## config.mk

```make
export PLATFORM = sky130hd
export DESIGN_NAME = desc_done_notifier
export DESIGN_NICKNAME = d
export VERILOG_FILES = /design/src/rtl/desc_done_notifier.sv
export SDC_FILE = /design/constraint.sdc
export NUM_CORES = 1
export LEC_CHECK = 0
export CELL_PAD_IN_SITES_DETAIL_PLACEMENT = 1
export CELL_PAD_IN_SITES_GLOBAL_PLACEMENT = 1
export CORE_ASPECT_RATIO = 1.2
export CORE_MARGIN = 4
export CORE_UTILIZATION = 45
export DETAILED_ROUTE_END_ITERATION = 16
export DONT_BUFFER_PORTS = 1
export GPL_TIMING_DRIVEN = 0
export PLACE_DENSITY = 0.93
export SLEW_MARGIN = 30
export SYNTH_ARGS = -nofsm -noshare
export SYNTH_HDL_FRONTEND = slang
export SYNTH_SLANG_ARGS = --single-unit
export TNS_END_PERCENT = 30
```

## constraint.sdc

```tcl
create_clock -name clk -period 2.4 [get_ports clk]
set_input_delay 0 -clock clk [delete_from_list [all_inputs] [get_ports clk]]
set_output_delay 0 -clock clk [all_outputs]
set_load 0.01 [all_outputs]
```

## src/rtl/desc_done_notifier.sv

```systemverilog
module desc_done_notifier #(
  parameter int HDR_W    = 64,
  parameter int ADDR_W   = 32,
  parameter int DONE_LSB = 0,
  parameter int DONE_W   = 8,
  parameter int ICV_LSB  = 8,
  parameter int NOTE_BIT = 63
) (
  input  logic              clk,
  input  logic              rst_n,
  input  logic              eu_done,
  input  logic              unload_ack,
  input  logic              more_svc,
  input  logic [HDR_W-1:0]  hdr_i,
  input  logic [ADDR_W-1:0] hdr_addr,
  input  logic [1:0]        icv_st,
  input  logic              cfg_notify_all,
  input  logic              cfg_wb_en,
  input  logic              cfg_irq_en,
  input  logic              cfg_icv_wb,
  input  logic              stat_clr,
  output logic              unload_req,
  output logic              dispatch,
  output logic              eu_release,
  output logic              wr_valid,
  input  logic              wr_ready,
  output logic [ADDR_W-1:0] wr_addr,
  output logic [HDR_W-1:0]  wr_data,
  output logic              irq,
  output logic [3:0]        stat
);
  localparam int ICV_W = 2;
  localparam logic [HDR_W-1:0] DONE_MASK =
    {{(HDR_W-DONE_W){1'b0}}, {DONE_W{1'b1}}} << DONE_LSB;
  localparam logic [HDR_W-1:0] ICV_MASK =
    {{(HDR_W-ICV_W){1'b0}}, {ICV_W{1'b1}}} << ICV_LSB;

  typedef enum logic [2:0] {S_IDLE, S_UNLOAD, S_DISP, S_REL, S_WB, S_IRQ} st_t;
  st_t st, st_n;

  logic             notify;
  logic [HDR_W-1:0] wb_hdr, wb_q;
  logic [ADDR_W-1:0] addr_q;
  logic             irq_after_wb;

  assign notify = cfg_notify_all | hdr_i[NOTE_BIT];

  always_comb begin
    wb_hdr = hdr_i | DONE_MASK;
    if (cfg_icv_wb)
      wb_hdr = (wb_hdr & ~ICV_MASK) |
               ({{(HDR_W-ICV_W){1'b0}}, icv_st} << ICV_LSB);
  end

  always_comb begin
    st_n = st;
    case (st)
      S_IDLE:   if (eu_done) st_n = S_UNLOAD;
      S_UNLOAD: if (unload_ack) st_n = more_svc ? S_DISP : S_REL;
      S_DISP:   st_n = S_IDLE;
      S_REL:    if (notify && cfg_wb_en) st_n = S_WB;
                else if (notify && cfg_irq_en) st_n = S_IRQ;
                else st_n = S_IDLE;
      S_WB:     if (wr_ready) st_n = irq_after_wb ? S_IRQ : S_IDLE;
      S_IRQ:    st_n = S_IDLE;
      default:  st_n = S_IDLE;
    endcase
  end

  always_ff @(posedge clk) begin
    if (!rst_n) begin
      st           <= S_IDLE;
      wb_q         <= '0;
      addr_q       <= '0;
      irq_after_wb <= 1'b0;
      stat         <= '0;
    end else begin
      st <= st_n;
      if (st == S_REL) begin
        wb_q         <= wb_hdr;
        addr_q       <= hdr_addr;
        irq_after_wb <= notify & cfg_irq_en;
        stat         <= {icv_st, notify, 1'b1};
      end else if (stat_clr) begin
        stat <= '0;
      end
    end
  end

  assign unload_req = (st == S_UNLOAD);
  assign dispatch   = (st == S_DISP);
  assign eu_release = (st == S_REL);
  assign wr_valid   = (st == S_WB);
  assign irq        = (st == S_IRQ);
  assign wr_data    = wb_q;
  assign wr_addr    = addr_q;
endmodule

```

==> results.cfg <==
[global_routing]
first_global_vias = 4295
grt_overflow = 0
antenna_found_initial = 2
grt_pass1_wl_um = 23180
grt_max_degree = 19
gr-usage-all-layers = 0.3281

[place]
place_hpwl_um = 8104
numPlacedInstances = 533
place_area_sq_mm = 0.003627
port_buffers = 0
dp_slack_ns = 0.7614
routabilityCongestion = 0.8496

[setup_path]
crit_path_max_incr_delay_ns = 0.61
cp_cell_sequence = buf_4 > nand3b_4 > inv_2 > clkbuf_1 > nand2_1 > a21oi_1 > dlygate4sd3_1
end_kind = register
crit_path_max_fanout = 10
path_class = reg -> reg
crit_arrival_ns = 2.57
required_ns = 2.69
cp_slowest_cell = dlygate4sd3_1
worstSetupStartpointType = register

[timing]
hold_viol = 0
final.period_utilization = 0.9515
slew_viol_final = 0
max_freq_mhz = 437.9
finClkSkew_ns = 0.01095
rsz0062_at_grt = no
setup_tns_ns = 0
post-route-min-period_ns = 2.284
whs_ns = 0.2646
finalWorstSetupSlack_ns = 0.1163
worst_slew_pin_slew_ns = 0.6192
relSlewSlack = 0.5872
setup_viol = 0

[run]
maxCapViolCount = 0

[synthesis]
synth.ff_latch_count = 97
synthTopCellsByArea = dfxtp_1, nand2_1, a21oi_1
syn_inst = 441
synth.distinct_cells = 26
yosys_warnings = 0
synth_ff_type = dfxtp_1
yosysMostFrequentCell = nand2_1
yosys-top-cells-count = nand2_1, dfxtp_1, a21oi_1, clkbuf_1, buf_2
synth-edff-count = 0
yosysTopAreaCell = dfxtp_1
ys_seq_area_frac = 0.5529
async_reset_ff_frac = 0
syn_nets = 550
syn_avg_cell_area_sq_um = 7.964
synth_top_area_frac = 0.5529
netlist_area_sq_mm = 0.003512

[power_and_ir_drop]
p_leak_nw = 1.724
ir_drop_mv = 0.4363
power_density_mw_per_mm2 = 604.4
p_total_mw = 2.940

[route]
post_drt_wl_per_cell_um = 23.44
first_iter_violations = 200
avgViaCountPerCell = 5.753
drt-total-wl_um = 15350
drcViolationCount = 0
ant_nets = 0
num_vias = 3768
dr.pass1.iters = 4

[die]
fp.dieW_um = 88.65
ioPinCount = 214
start_util = 0.4583
dieArea_sq_mm = 0.009288
rows = 35
core-area_sq_mm = 0.007664
die_height_um = 104.8

[cts]
clk_pin_slew_ns = 0.10
htreeDepth = 3
clk_latency_ns = 0.35
cts.sinks = 97
clk_path_buf_depth = 2
numCtsBuffers = 9
cts_tree = built
cts-root-buf = clkbuf_8

[worst_hold_path]
hold_class = in -> reg

[final_layout]
num-nets-final = 665
drive_above_1_share = 0.07487
area_growth_pct = 38.51
fin_area_sq_mm = 0.004865
utilization = 0.6348
stdcell_count = 655

[outcome]
status = completed
cells in the final DEF, fill, tap and decap left out, types with 3 or more instances in the layout:
cell type      netlist  final
nand2_1            176    176
dlygate4sd3_1        0    104
dfxtp_1             97     97
a21oi_1             91     91
clkbuf_1            16     16
buf_2               14     14
buf_4                9      9
clkbuf_8             0      9
nor2_1               6      6
nand3b_1             4      4
nor3b_1              4      3
o21ai_0              3      3
clkinv_4             0      3
registers in the layout (all words and copies together), names as in the netlist:
name and cells:
wr_data 57, st 3, stat 4, wr_addr 32, irq_after_wb 1
cell type report:
cell class	count	area (sq um)
timing repair buffer	104	1041
tap	92	115.1
buffer	39	197.7
sequential	97	1942
clock buffer	9	123.9
multi-input combinational	301	1363
clock inverter	7	62.56
antenna	2	5.005
inverter	4	15.01
fill	895	2799
worst max-delay path, delay by kind of cell, from the launching register on:
kind                   cells  cell delay [ns]
buffers and inverters      4             1.39
AO/OA/AOI/OAI              1             0.20
AND/OR/NAND/NOR            2             0.28
flip-flops                 1             0.36
cell families after synthesis:
logic type	count (synthesis)	share of synthesized area
and+or+nand+nor	197	0.2291
AOI/OAI and AO/OA	102	0.1518
DFF	97	0.5529
buffers and inverters	43	0.06056
muxes	2	0.005700
what timing repair did:
action	4_1_cts	5_1_grt
endpoints found under the setup margin	0	1
buffers inserted	0	0
gates resized for setup	0	1
hold endpoints to repair	96	0
hold buffers	104	0
power by group:
group          internal, mW  total (mW)  leakage, nW  switching (mW)
clock                 0.400        1.02       0.0976           0.622
sequential             1.63        1.65        0.782          0.0246
combinational         0.145       0.266        0.844           0.120
per-layer routing:
layer	GRT usage	up-vias	wire length (um)
met2	0.5600	274	7889
met3	0.1293	68	1581
li1	-	1654	-
met4	0.1890	0	799
met5	0	-	0
met1	0.3272	1772	5079
final timing paths:
kind / start / endpoint / slack, ns / cells after the start
max reg2reg: st[1]$_SDFFE_PN0P_ / stat[3]$_SDFFE_PN0P_ / 0.12 / 7
min reg2reg: wr_addr[22]$_SDFFE_PN0P_ / wr_addr[22]$_SDFFE_PN0P_ / 0.52 / 2
min: rst_n / wr_addr[3]$_SDFFE_PN0P_ / 0.26 / 3
max: st[1]$_SDFFE_PN0P_ / stat[3]$_SDFFE_PN0P_ / 0.12 / 7
(Power assumes the default switching activity.)
